--- config.mk ---
export PLATFORM = sky130hd
export DESIGN_NAME = zc_burst_gate
export DESIGN_NICKNAME = d
export VERILOG_FILES = /design/src/rtl/zcb_pkg.sv /design/src/rtl/zcb_sync.sv /design/src/rtl/zcb_edge.sv /design/src/rtl/zcb_wdog.sv /design/src/rtl/zc_burst_gate.sv
export SDC_FILE = /design/constraint.sdc
export NUM_CORES = 1
export LEC_CHECK = 0
export CORE_MARGIN = 1
export CORE_UTILIZATION = 40
export CTS_CLUSTER_DIAMETER = 150
export DETAILED_ROUTE_END_ITERATION = 7
export HOLD_SLACK_MARGIN = 0.03
export REMOVE_ABC_BUFFERS = 1
export SLEW_MARGIN = 10
export SYNTH_ARGS = -nofsm -noshare
export SYNTH_HDL_FRONTEND = slang
export SYNTH_SLANG_ARGS = --single-unit
--- constraint.sdc ---
create_clock -name clk -period 4 [get_ports clk]
set_input_delay 1.2 -clock clk [delete_from_list [all_inputs] [get_ports clk]]
set_output_delay 1.2 -clock clk [all_outputs]
set_load 0.005 [all_outputs]
--- src/rtl/zcb_pkg.sv ---
package zcb_pkg;
  typedef enum logic [1:0] {
    ZC_IDLE  = 2'd0,
    ZC_BURST = 2'd1,
    ZC_ARMED = 2'd2
  } zc_state_e;
endpackage

--- src/rtl/zcb_sync.sv ---
// Multi-flop synchronizer for one asynchronous level.
module zcb_sync #(
  parameter int STAGES = 2
) (
  input  logic clk,
  input  logic rst,
  input  logic d_async,
  output logic q_sync
);
  logic [STAGES-1:0] chain_q;

  generate
    for (genvar g = 0; g < STAGES; g++) begin : g_stage
      if (g == 0) begin : g_first
        always_ff @(posedge clk) begin
          if (rst) chain_q[0] <= 1'b0;
          else     chain_q[0] <= d_async;
        end
      end else begin : g_next
        always_ff @(posedge clk) begin
          if (rst) chain_q[g] <= 1'b0;
          else     chain_q[g] <= chain_q[g-1];
        end
      end
    end
  endgenerate

  assign q_sync = chain_q[STAGES-1];
endmodule

--- src/rtl/zcb_edge.sv ---
// Edge detector on an already synchronized level.
module zcb_edge (
  input  logic clk,
  input  logic rst,
  input  logic lvl,
  output logic rise,
  output logic any
);
  logic prev_q;

  always_ff @(posedge clk) begin
    if (rst) prev_q <= 1'b0;
    else     prev_q <= lvl;
  end

  assign rise = lvl & ~prev_q;
  assign any  = lvl ^ prev_q;
endmodule

--- src/rtl/zcb_wdog.sv ---
// Fallback countdown: loaded at arming, counts while running.
module zcb_wdog #(
  parameter int CNT_W = 16
) (
  input  logic             clk,
  input  logic             rst,
  input  logic             load,
  input  logic             run,
  input  logic [CNT_W-1:0] load_val,
  output logic             expire
);
  localparam logic [CNT_W-1:0] ONE = CNT_W'(1);

  logic [CNT_W-1:0] cnt_q;

  assign expire = run && (cnt_q <= ONE);

  always_ff @(posedge clk) begin
    if (rst)                  cnt_q <= '0;
    else if (load)            cnt_q <= load_val;
    else if (run && !expire)  cnt_q <= cnt_q - ONE;
  end
endmodule

--- src/rtl/zc_burst_gate.sv ---
module zc_burst_gate #(
  parameter int TMO_W     = 16,
  parameter int SYNC_DEPTH = 2
) (
  input  logic             clk,
  input  logic             rst,
  input  logic             intr_in,
  input  logic             fb_in,
  input  logic [TMO_W-1:0] cfg_timeout,
  input  logic             cfg_rise_only,
  output logic             drive_en,
  output logic             wdog_trip
);
  import zcb_pkg::*;

  logic intr_s;
  logic fb_s;
  logic fb_rise;
  logic fb_any;
  logic fb_hit;
  logic wd_expire;
  logic wd_load;
  logic trip_d;
  logic trip_q;

  zc_state_e state_q, state_d;

  zcb_sync #(.STAGES(SYNC_DEPTH)) u_sync_intr (
    .clk(clk), .rst(rst), .d_async(intr_in), .q_sync(intr_s)
  );

  zcb_sync #(.STAGES(SYNC_DEPTH)) u_sync_fb (
    .clk(clk), .rst(rst), .d_async(fb_in), .q_sync(fb_s)
  );

  zcb_edge u_edge_fb (
    .clk(clk), .rst(rst), .lvl(fb_s), .rise(fb_rise), .any(fb_any)
  );

  assign fb_hit = cfg_rise_only ? fb_rise : fb_any;

  zcb_wdog #(.CNT_W(TMO_W)) u_wdog (
    .clk      (clk),
    .rst      (rst),
    .load     (wd_load),
    .run      (state_q == ZC_ARMED),
    .load_val (cfg_timeout),
    .expire   (wd_expire)
  );

  always_comb begin
    state_d = state_q;
    wd_load = 1'b0;
    trip_d  = 1'b0;
    if (intr_s) begin
      state_d = ZC_BURST;
    end else begin
      unique case (state_q)
        ZC_BURST: begin
          state_d = ZC_ARMED;
          wd_load = 1'b1;
        end
        ZC_ARMED: begin
          if (fb_hit) begin
            state_d = ZC_IDLE;
          end else if (wd_expire) begin
            state_d = ZC_IDLE;
            trip_d  = 1'b1;
          end
        end
        default: state_d = ZC_IDLE;
      endcase
    end
  end

  always_ff @(posedge clk) begin
    if (rst) begin
      state_q <= ZC_IDLE;
      trip_q  <= 1'b0;
    end else begin
      state_q <= state_d;
      trip_q  <= trip_d;
    end
  end

  assign drive_en  = (state_q != ZC_IDLE);
  assign wdog_trip = trip_q;
endmodule

==> results of run 1 <==
==> stage by stage <==
step	util (%)	worst slack, ns
global route	52.4	1.32
CTS	52.4	1.36
floorplan	-	2.00
detailed placement	50.8	1.18
finish	52.4	1.38
global placement	50.8	1.23
==> synth_stat cells (all sizes together) <==
library cell | count | area (sq um)
a2111o | 1 | 11.3
mux2 | 1 | 11.3
or2 | 3 | 21.3
or4 | 6 | 51.3
a31oi | 3 | 18.8
nand2 | 7 | 26.3
ha | 3 | 37.5
nor2 | 15 | 56.3
nand2b | 1 | 6.26
a21o | 1 | 7.51
or3b | 1 | 8.76
dfxtp | 24 | 480
o31ai | 2 | 15.0
xnor2 | 2 | 17.5
clkbuf | 3 | 11.3
o21ai | 6 | 41.3
and3 | 1 | 6.26
nand3 | 3 | 20.0
and2b | 1 | 7.51
o211a | 1 | 10.0
a2111oi | 1 | 8.76
dlymetal6s2s | 1 | 12.5
nor2b | 6 | 37.5
o21a | 2 | 15.0
buf | 5 | 35.0
inv | 3 | 11.3
xor2 | 4 | 35.0
nand4 | 1 | 6.26
a211oi | 8 | 60.1
a31o | 1 | 8.76
a21oi | 9 | 48.8
o211ai | 5 | 37.5
nor4 | 6 | 71.3
nand3b | 1 | 7.51
o21bai | 3 | 22.5
nor3b | 3 | 32.5
nor3 | 8 | 40.0
or3 | 3 | 20.0
==> where the power goes <==
group | switching [mW] | internal, mW
registers | 0.0117 | 0.252
clock network | 0.0784 | 0.101
logic | 0.0935 | 0.0734
total | 0.184 | 0.426
==> worst max-delay path: stages, from the launching register on <==
cell and delay, ns:
dfxtp_1 0.36, or2_2 0.29, clkdlybuf4s50_1 0.44
==> kinds of logic after synthesis <==
kind of cell | after synthesis | share of synthesized area (%)
adder cells (fa/ha/maj) | 3 | 2.73
multiplexers | 1 | 0.818
flip-flops | 24 | 34.9
AND/OR/NAND/NOR | 66 | 30.5
AO/OA/AOI/OAI | 43 | 22.2
buffers and inverters | 12 | 5.09
XOR/XNOR | 6 | 3.82
==> worst paths after layout <==
path                                        start                            end  slack, ns
hold reg to reg   u_sync_fb.chain_q[0]$_SDFF_PP0_    u_sync_fb.q_sync$_SDFF_PP0_       0.45
hold / removal    u_sync_fb.chain_q[0]$_SDFF_PP0_    u_sync_fb.q_sync$_SDFF_PP0_       0.45
setup / recovery          state_q[0]$_SDFFE_PP0P_                       drive_en       1.38
setup reg to reg     u_wdog.cnt_q[0]$_SDFFE_PP0P_  u_wdog.cnt_q[14]$_SDFFE_PP0P_       1.62
==> flip-flops by register name, summed over array words and instances, names as in the netlist <==
| name | flops |
|---|---|
| wdog_trip | 1 |
| u_sync_fb.chain_q | 1 |
| u_sync_intr.q_sync | 1 |
| u_wdog.cnt_q | 16 |
| u_edge_fb.prev_q | 1 |
| u_sync_intr.chain_q | 1 |
| u_sync_fb.q_sync | 1 |
| state_q | 2 |
==> routing by layer <==
layer	GRT usage, %	vias to the layer above	wire length, um
li1	-	610	-
met1	26.3	574	1500
met2	32.0	17	1470
met3	4.48	2	94
met4	2.92	0	19
met5	0	-	0
==> layout make-up <==
cell class,instances,area share (%)
clock inverters,1,1.82
clock buffers,3,1.36
well taps,44,3.33
inverters,3,0.681
flip-flops and latches,24,29.1
repair buffers,23,13.8
multi-input cells,119,50.0
==> results by group, run 1 <==
Run status
  • Outcome: finished clean

Clock network
  • H-Tree Depth: 1
  • Resize count post-CTS: 0
  • CTS clk-pin slew, worst paths: 0.15 ns
  • # hold bufs at CTS: 0
  • Post-CTS setup buffer count: 0
  • Skew-Pair Late Insertion Delay: 0.33 ns
  • CTS root buffer: clkbuf_4
  • CTS tree: built
  • CTS Buf Count: 3
  • Total clock sinks: 24
  • Clk buf depth: 2

Place
  • Placed Area: 0.00160 sq mm
  • Post-DP HPWL: 2140 um
  • Placed Cells: ~210
  • Port bufs: 22
  • Final GP Congestion: around 0.8

Worst setup path
  • WP data required: 2.80 ns
  • Crit-path max FO: 5
  • FF-to-FF path depth: 7
  • Kind of critical path: register to primary output
  • Critical path arrival: 1.42 ns
  • Startpoint Class: register
  • Worst Setup End Kind: primary output

Worst hold path
  • Hold Crit Depth: 1
  • Hold Crit Class: register to register

Timing
  • Worst Max-Slew Pin Slew: 1.03 ns
  • Relative slew slack: 30.8%
  • Final setup fails: 0
  • Minimum clock period: 2.62 ns
  • Max Freq: 382 MHz
  • Period utilization: 65.5%
  • Setup TNS: 0 ns
  • Final hold violation count: 0
  • Fin. max-slew vios: 0
  • Worst hold slack: 0.446 ns
  • Skew final: 0.0114 ns
  • Unrepaired setup endpoints after global routing: no

Synth
  • Distinct cell type count after synthesis: 52
  • #FFs+latches synth: 24
  • Synth Warn #: 0
  • Syn_area_per_cell: between 8 and 9 sq um
  • Synth Cell Area: 0.00138 sq mm
  • Post-Synthesis Cells: approximately 160
  • Sequential area share after synthesis: a little over a third

Global routing
  • Initial antenna violation count: 0
  • Grt ovf: 0
  • Largest net degree at the start of global routing: 22
  • Vias in the first global route: about 1100
  • First-pass GRT wire length: ~5300 um
  • Tot GR Track Use: around 19%

Floorplan
  • Ports: 23
  • Die height: 60.7 um
  • Row count: 20
  • Core area: 0.00315 sq mm
  • Die W: 60.7 um
  • Starting Density: 43.7%
  • Die Area: 0.00368 sq mm

Cells and area
  • Fin nets: 198
  • Most frequent cells in the layout: dfxtp_1 (24), clkdlybuf4s50_1 (22), nor2_1 (15)
  • Register area: roughly 480 sq um
  • Fin cells: 217
  • Multi-input logic area: 826 sq um
  • Filler cell count in the final layout: roughly 320
  • Layout cells sized above 1: 12.7%
  • Commonest non-fill, non-tap cell in the layout: dfxtp_1
  • Fin area: 0.00165 sq mm
  • Inserted Diodes: 0
  • Layout area overhead: 20.1%

Detailed routing
  • Routed vias: 1203
  • DR vias/cell: about 5.5
  • # DRC: 0
  • 1st-iter DRT viols: between 40 and 50
  • Routed WL: 3090 um
  • Post-route ant nets: 0
  • Avg WL per Cell: 14.2 um
  • Pre-antenna DRT Iters: 4

Flow run
  • Max-cap viol count: 0

Power
  • Lkg Pwr: 0.586 nW
  • Cell area power density: ~370 mW/mm^2
  • Worst vdd ir: 242 uV
  • Final total power: 610 uW
(Power assumes the default switching activity.)
==> run 2: changes to the inputs <==
==> constraint.sdc (replaced) <==
create_clock -name clk -period 2.5 [get_ports clk]
set_input_delay 0.75 -clock clk [delete_from_list [all_inputs] [get_ports clk]]
set_output_delay 0.75 -clock clk [all_outputs]
set_load 0.005 [all_outputs]
==> run 2 against run 1 <==
- die area unchanged
- final cell count increased by 1.4%
- sequential power increased by 60%
- global-route usage decreased by 0.23 points
- clock power decreased by 6%
- routed wire length increased by 0.36%
- utilization unchanged
- clock-buffer cell count unchanged
- flip-flop and latch count unchanged
- first-iteration DRC count increased by 2.3%
- hold slack improved by 0.0034 ns
- clock skew decreased by 0.0045 ns
- critical path type is now register to register
- critical endpoint is now u_wdog.cnt_q[3]$_SDFFE_PP0P_
==> results by group, run 2 (synthesized netlist as in run 1, its figures left out) <==
Timing
  • Relative slew slack: approximately 65%
  • Final setup fails: 0
  • Minimum clock period: 2.17 ns
  • Skew final: 0.00692 ns
  • Worst hold slack: about 0.45 ns
  • Max Freq: 461 MHz
  • Final hold violation count: 0
  • Period utilization: 86.8%
  • Setup TNS: 0 ns
  • Worst Max-Slew Pin Slew: 0.530 ns
  • Fin. max-slew vios: 0
  • Unrepaired setup endpoints after global routing: no

Clock network
  • CTS clk-pin slew, worst paths: 0.13 ns
  • CTS Buf Count: 3
  • Total clock sinks: 24
  • H-Tree Depth: 1
  • CTS root buffer: clkbuf_4
  • Post-CTS setup buffer count: 0
  • # hold bufs at CTS: 0
  • Clk buf depth: 2
  • Skew-Pair Late Insertion Delay: 0.31 ns
  • CTS tree: built
  • Resize count post-CTS: 0

Detailed routing
  • Avg WL per Cell: approximately 14 um
  • Routed vias: about 1200
  • # DRC: 0
  • 1st-iter DRT viols: 44
  • Pre-antenna DRT Iters: 4
  • Post-route ant nets: 0
  • DR vias/cell: 5.63
  • Routed WL: 3100 um

Global routing
  • Grt ovf: 0
  • First-pass GRT wire length: between 5000 and 6000 um
  • Vias in the first global route: 1192
  • Tot GR Track Use: 19.1%
  • Initial antenna violation count: 0
  • Largest net degree at the start of global routing: 22

Cells and area
  • Biggest register: u_wdog.cnt_q
  • Fin nets: 202
  • Most frequent cells in the layout: dfxtp_1 (24), clkdlybuf4s50_1 (22), nor2_1 (15)
  • Regs by FF count: u_wdog.cnt_q (16), state_q (2)
  • Inserted Diodes: 0
  • Layout area overhead: 20.1%
  • Max reg flops: 16
  • Filler cell count in the final layout: ~310
  • Layout cells sized above 1: 14.2%
  • Commonest non-fill, non-tap cell in the layout: dfxtp_1

Power
  • Int Power: 583 uW
  • Final total power: about 870 uW
  • Worst vdd ir: 232 uV
  • Sequential power share: 48.6%
  • Clock share of power: 19.5%
  • Sw power: 283 uW
  • Lkg Pwr: 0.591 nW
  • Cell area power density: 524 mW/mm^2
  • Combinational share of power: a little under a third
  • Sw Share: 32.6%

Place
  • Port bufs: 22
  • Post-DP HPWL: 2260 um
  • Final GP Congestion: 0.833

Worst setup path
  • FF-to-FF setup slack: 0.33 ns
  • Crit-path cells: inv_1 -> ha_1 -> nor2_1 -> or4_4 -> o21ai_4 -> or4_2 -> a31o_1
  • Worst Setup End Kind: register
  • Kind of critical path: register to register
  • Crit-path max FO: 8
  • Startpoint Class: register
  • WP data required: ~2.7 ns
  • CP max stage delay: 0.55 ns
  • Critical path arrival: 2.40 ns
  • Critical Path Slowest Stage Cell: or4_2

Run status
  • Outcome: finished clean

Floorplan
  • Die height: 60.7 um
  • Die Area: between 0.003 and 0.004 sq mm
  • Die W: about 61 um
  • Ports: 23
  • Core area: 0.00315 sq mm
  • Starting Density: 43.7%
  • Row count: 20

Flow run
  • Max-cap viol count: 0

Worst hold path
  • Hold Crit Class: register to register
run 2: path summary, 6_finish.rpt:
kind,start,to,cells past startpoint
hold reg to reg,u_sync_intr.chain_q[0]$_SDFF_PP0_,u_sync_intr.q_sync$_SDFF_PP0_,1
hold / removal,u_sync_intr.chain_q[0]$_SDFF_PP0_,u_sync_intr.q_sync$_SDFF_PP0_,1
setup / recovery,u_wdog.cnt_q[0]$_SDFFE_PP0P_,u_wdog.cnt_q[3]$_SDFFE_PP0P_,7
setup reg to reg,u_wdog.cnt_q[0]$_SDFFE_PP0P_,u_wdog.cnt_q[3]$_SDFFE_PP0P_,7
run 2: critical path: cells and delay by family, from the launching register on:
| kind | cells | cell delay (ns) |
|---|---|---|
| buffers and inverters | 1 | 0.10 |
| flip-flops | 1 | 0.38 |
| AO/OA/AOI/OAI | 2 | 0.34 |
| adder cells (fa/ha/maj) | 1 | 0.23 |
| AND/OR/NAND/NOR | 3 | 1.02 |
run 2: area by class of cell:
type / instances / area, sq um / area share [%]
clock buffer: 3 / 22.5 / 1.36
inverter: 3 / 11.3 / 0.681
multi-input combinational: 119 / 826 / 50.0
tap: 44 / 55.1 / 3.33
sequential: 24 / 480 / 29.1
timing repair buffer: 27 / 258 / 15.6
run 2: metrics by stage:
step                      cell area (sq um)  setup slack (ns)  util (%)  cells
after detailed placement               1630             0.323      51.7    217
after CTS                              1650             0.325      52.4    220
after floorplan                        1320             0.502         -    146
after global routing                   1650             0.199      52.4    220
final                                  1650             0.330      52.4    220
after global placement                 1630             0.397      51.7    217
run 2: per-layer routing:
layer  vias to the layer above  track usage (%)  wire [um]
met5                         -                0          0
met4                         0             5.84         38
met3                         5             3.20        170
met2                        38             33.3       1460
met1                       580             24.2       1430
li1                        616                -          -
run 2: power groups by stage:
stage / clock network, mW / logic, mW / registers (mW)
2_1_floorplan: 0 / 0.185 / 0.425
3_3_place_gp: 0 / 0.270 / 0.428
3_5_place_dp: 0 / 0.275 / 0.429
4_1_cts: 0.178 / 0.277 / 0.420
5_1_grt: 0.191 / 0.302 / 0.424
6_report: 0.169 / 0.277 / 0.421
==> run 3: changes to the inputs <==
--- a/config.mk
+++ b/config.mk
@@ -6,12 +6,13 @@
 export NUM_CORES = 1
 export LEC_CHECK = 0
 export CORE_MARGIN = 1
-export CORE_UTILIZATION = 40
+export CORE_UTILIZATION = 45
 export CTS_CLUSTER_DIAMETER = 150
+export CTS_CLUSTER_SIZE = 30
 export DETAILED_ROUTE_END_ITERATION = 7
 export HOLD_SLACK_MARGIN = 0.03
+export PLACE_DENSITY = 0.69
 export REMOVE_ABC_BUFFERS = 1
-export SLEW_MARGIN = 10
 export SYNTH_ARGS = -nofsm -noshare
 export SYNTH_HDL_FRONTEND = slang
 export SYNTH_SLANG_ARGS = --single-unit
==> run 3 against run 2 <==
- largest cell class unchanged
- non-clock buffer count increased by 1
- die area shrank 11%
- final cell count shrank 5.0%
- flip-flop and latch count is the same
- clock power is 26% higher
- maximum frequency down 1.1%
- design area increased by 0.30%
- sequential share of layout area decreased by 0.088 points
- combinational power rose by 4%
- power is 6.4% higher
- highest routed layer unchanged
- the run now ends with DRC left
- sequential power is essentially flat
- global-route usage grew 2.3 points
==> results by group, run 3 (synthesized netlist as in run 1, its figures left out) <==
Run status
  • Outcome: complete, but fails checks
  • Failing checks: DRC

Timing
  • Final setup fails: 0
  • Final hold violation count: 0
  • Period utilization: 87.8%
  • Worst Max-Slew Pin Slew: 0.534 ns
  • Relative slew slack: 64.1%
  • Unrepaired setup endpoints after global routing: no
  • Skew final: 0.00306 ns
  • Fin. max-slew vios: 0
  • Minimum clock period: about 2.2 ns
  • Max Freq: 456 MHz
  • Setup TNS: 0 ns

Detailed routing
  • Routed vias: roughly 1300
  • Post-route ant nets: 0
  • Pre-antenna DRT Iters: 6
  • Avg WL per Cell: around 16 um
  • Routed WL: between 3000 and 4000 um
  • # DRC: 1
  • 1st-iter DRT viols: 57
  • DR vias/cell: 5.99

Worst hold path
  • Hold Crit Class: register to register
  • Hold EP: u_sync_intr.q_sync$_SDFF_PP0_
  • Worst Min Path Start: u_sync_intr.chain_q[0]$_SDFF_PP0_
  • Hold Crit Depth: 1

Power
  • Worst vdd ir: around 320 uV
  • Sw power: 298 uW
  • Sequential power share: 45.7%
  • Lkg Pwr: 0.604 nW
  • Int Power: 624 uW
  • Sw Share: 32.3%
  • Cell area power density: 556 mW/mm^2
  • Clock share of power: 23.1%
  • Final total power: approximately 900 uW
  • Combinational share of power: 31.2%

Worst setup path
  • Critical Path Slowest Stage Cell: or4_2
  • Reg2reg end: u_wdog.cnt_q[3]$_SDFFE_PP0P_
  • FF-to-FF path depth: 7
  • Crit-path max FO: 8
  • Critical path buffer and inverter count: 1
  • CP max stage delay: 0.55 ns
  • FF-to-FF setup slack: 0.31 ns
  • Top Family by Delay on Critical Path: simple AND/OR/NAND/NOR gates
  • Kind of critical path: register to register
  • Worst Setup End Kind: register
  • Crit-path cells: inv_1 -> ha_1 -> nor2_1 -> or4_4 -> o21ai_4 -> or4_2 -> a31o_1
  • Startpoint Class: register
  • R2R Path Start: u_wdog.cnt_q[0]$_SDFFE_PP0P_
  • WP data required: between 2 and 3 ns
  • Critical path arrival: ~2.4 ns

Cells and area
  • Inserted Diodes: 0
  • Layout cells sized above 1: approximately 15%
  • Biggest register: u_wdog.cnt_q
  • Most frequent cells in the layout: dfxtp_1 (24), clkdlybuf4s50_1 (22), nor2_1 (15)
  • Max reg flops: 16
  • Fin nets: 203
  • Fin cells: 209
  • Filler cell count in the final layout: 263
  • Commonest non-fill, non-tap cell in the layout: dfxtp_1
  • Regs by FF count: u_wdog.cnt_q (16), state_q (2)
  • Layout area overhead: 20.5%
  • Fin util: around three fifths

Place
  • Final GP Congestion: 0.769
  • Placed Cells: about 210
  • Port bufs: 22
  • Post-DP HPWL: 2360 um

Clock network
  • CTS Buf Count: 3
  • # hold bufs at CTS: 0
  • Post-CTS setup buffer count: 0
  • Total clock sinks: 24
  • Skew-Pair Late Insertion Delay: 0.32 ns
  • Clk buf depth: 2
  • CTS clk-pin slew, worst paths: 0.14 ns
  • H-Tree Depth: 1
  • Resize count post-CTS: 0
  • CTS tree: built
  • CTS root buffer: clkbuf_4

Global routing
  • Grt ovf: 0
  • First-pass GRT wire length: around 5500 um
  • Global-route track usage on met3: 2.49%
  • Vias in the first global route: between 1000 and 1500
  • M1 GR Usage: 27.2%
  • Largest net degree at the start of global routing: 22
  • Grt peak-use layer: met2
  • GRT met2 Usage: 35.6%
  • Initial antenna violation count: 0
  • Tot GR Track Use: 21.4%

Floorplan
  • Row count: 19
  • Ports: 23
  • Starting Density: 48.7%
  • Die height: between 50 and 60 um
  • Die W: approximately 57 um
  • Die Area: approximately 0.0033 sq mm
  • Core area: 0.00283 sq mm

Flow run
  • Max-cap viol count: 0
-- run 3: cell type report --
cell class,instances,area [sq um],share of cell area [%]
tap,31,38.8,2.34
clock buffer,4,36.3,2.19
timing repair buffer,28,265,16.0
sequential,24,480,29.0
multi-input combinational,119,826,49.8
inverter,3,11.3,0.679
-- run 3: worst max path at each step --
| stage | to | from | slack (ns) | depth (start not counted) |
|---|---|---|---|---|
| final | u_wdog.cnt_q[3]$_SDFFE_PP0P_ | u_wdog.cnt_q[0]$_SDFFE_PP0P_ | 0.31 | 7 |
| after global routing | u_wdog.cnt_q[3]$_SDFFE_PP0P_ | u_wdog.cnt_q[0]$_SDFFE_PP0P_ | 0.18 | 7 |
| after CTS | u_wdog.cnt_q[3]$_SDFFE_PP0P_ | u_wdog.cnt_q[0]$_SDFFE_PP0P_ | 0.32 | 7 |
| after detailed placement | u_wdog.cnt_q[3]$_SDFFE_PP0P_ | u_wdog.cnt_q[0]$_SDFFE_PP0P_ | 0.35 | 7 |
| after global placement | wdog_trip$_SDFF_PP0_ | rst | 0.42 | 3 |
| after floorplan | u_wdog.cnt_q[3]$_SDFFE_PP0P_ | u_wdog.cnt_q[0]$_SDFFE_PP0P_ | 0.50 | 7 |
-- run 3: power groups by stage --
stage               Combinational [mW]  Sequential [mW]  Clock (mW)
finish                           0.288            0.421       0.213
detailed placement               0.286            0.429           0
global route                     0.314            0.424       0.233
CTS                              0.287            0.420       0.214
floorplan                        0.185            0.425           0
global placement                 0.275            0.428           0
-- run 3: layer usage --
metal	routed length (um)	vias up
li1	-	620
met1	1460	578
met2	1530	43
met3	161	11
met4	84	0
met5	0	-
-- run 3: stage by stage --
step	setup WS (ns)	instance area, sq um	hold WS [ns]
2_1_floorplan	0.502	1320	0.414
3_3_place_gp	0.420	1620	0.423
3_5_place_dp	0.347	1620	0.449
4_1_cts	0.320	1660	0.469
5_1_grt	0.182	1660	0.493
6_report	0.305	1660	0.464
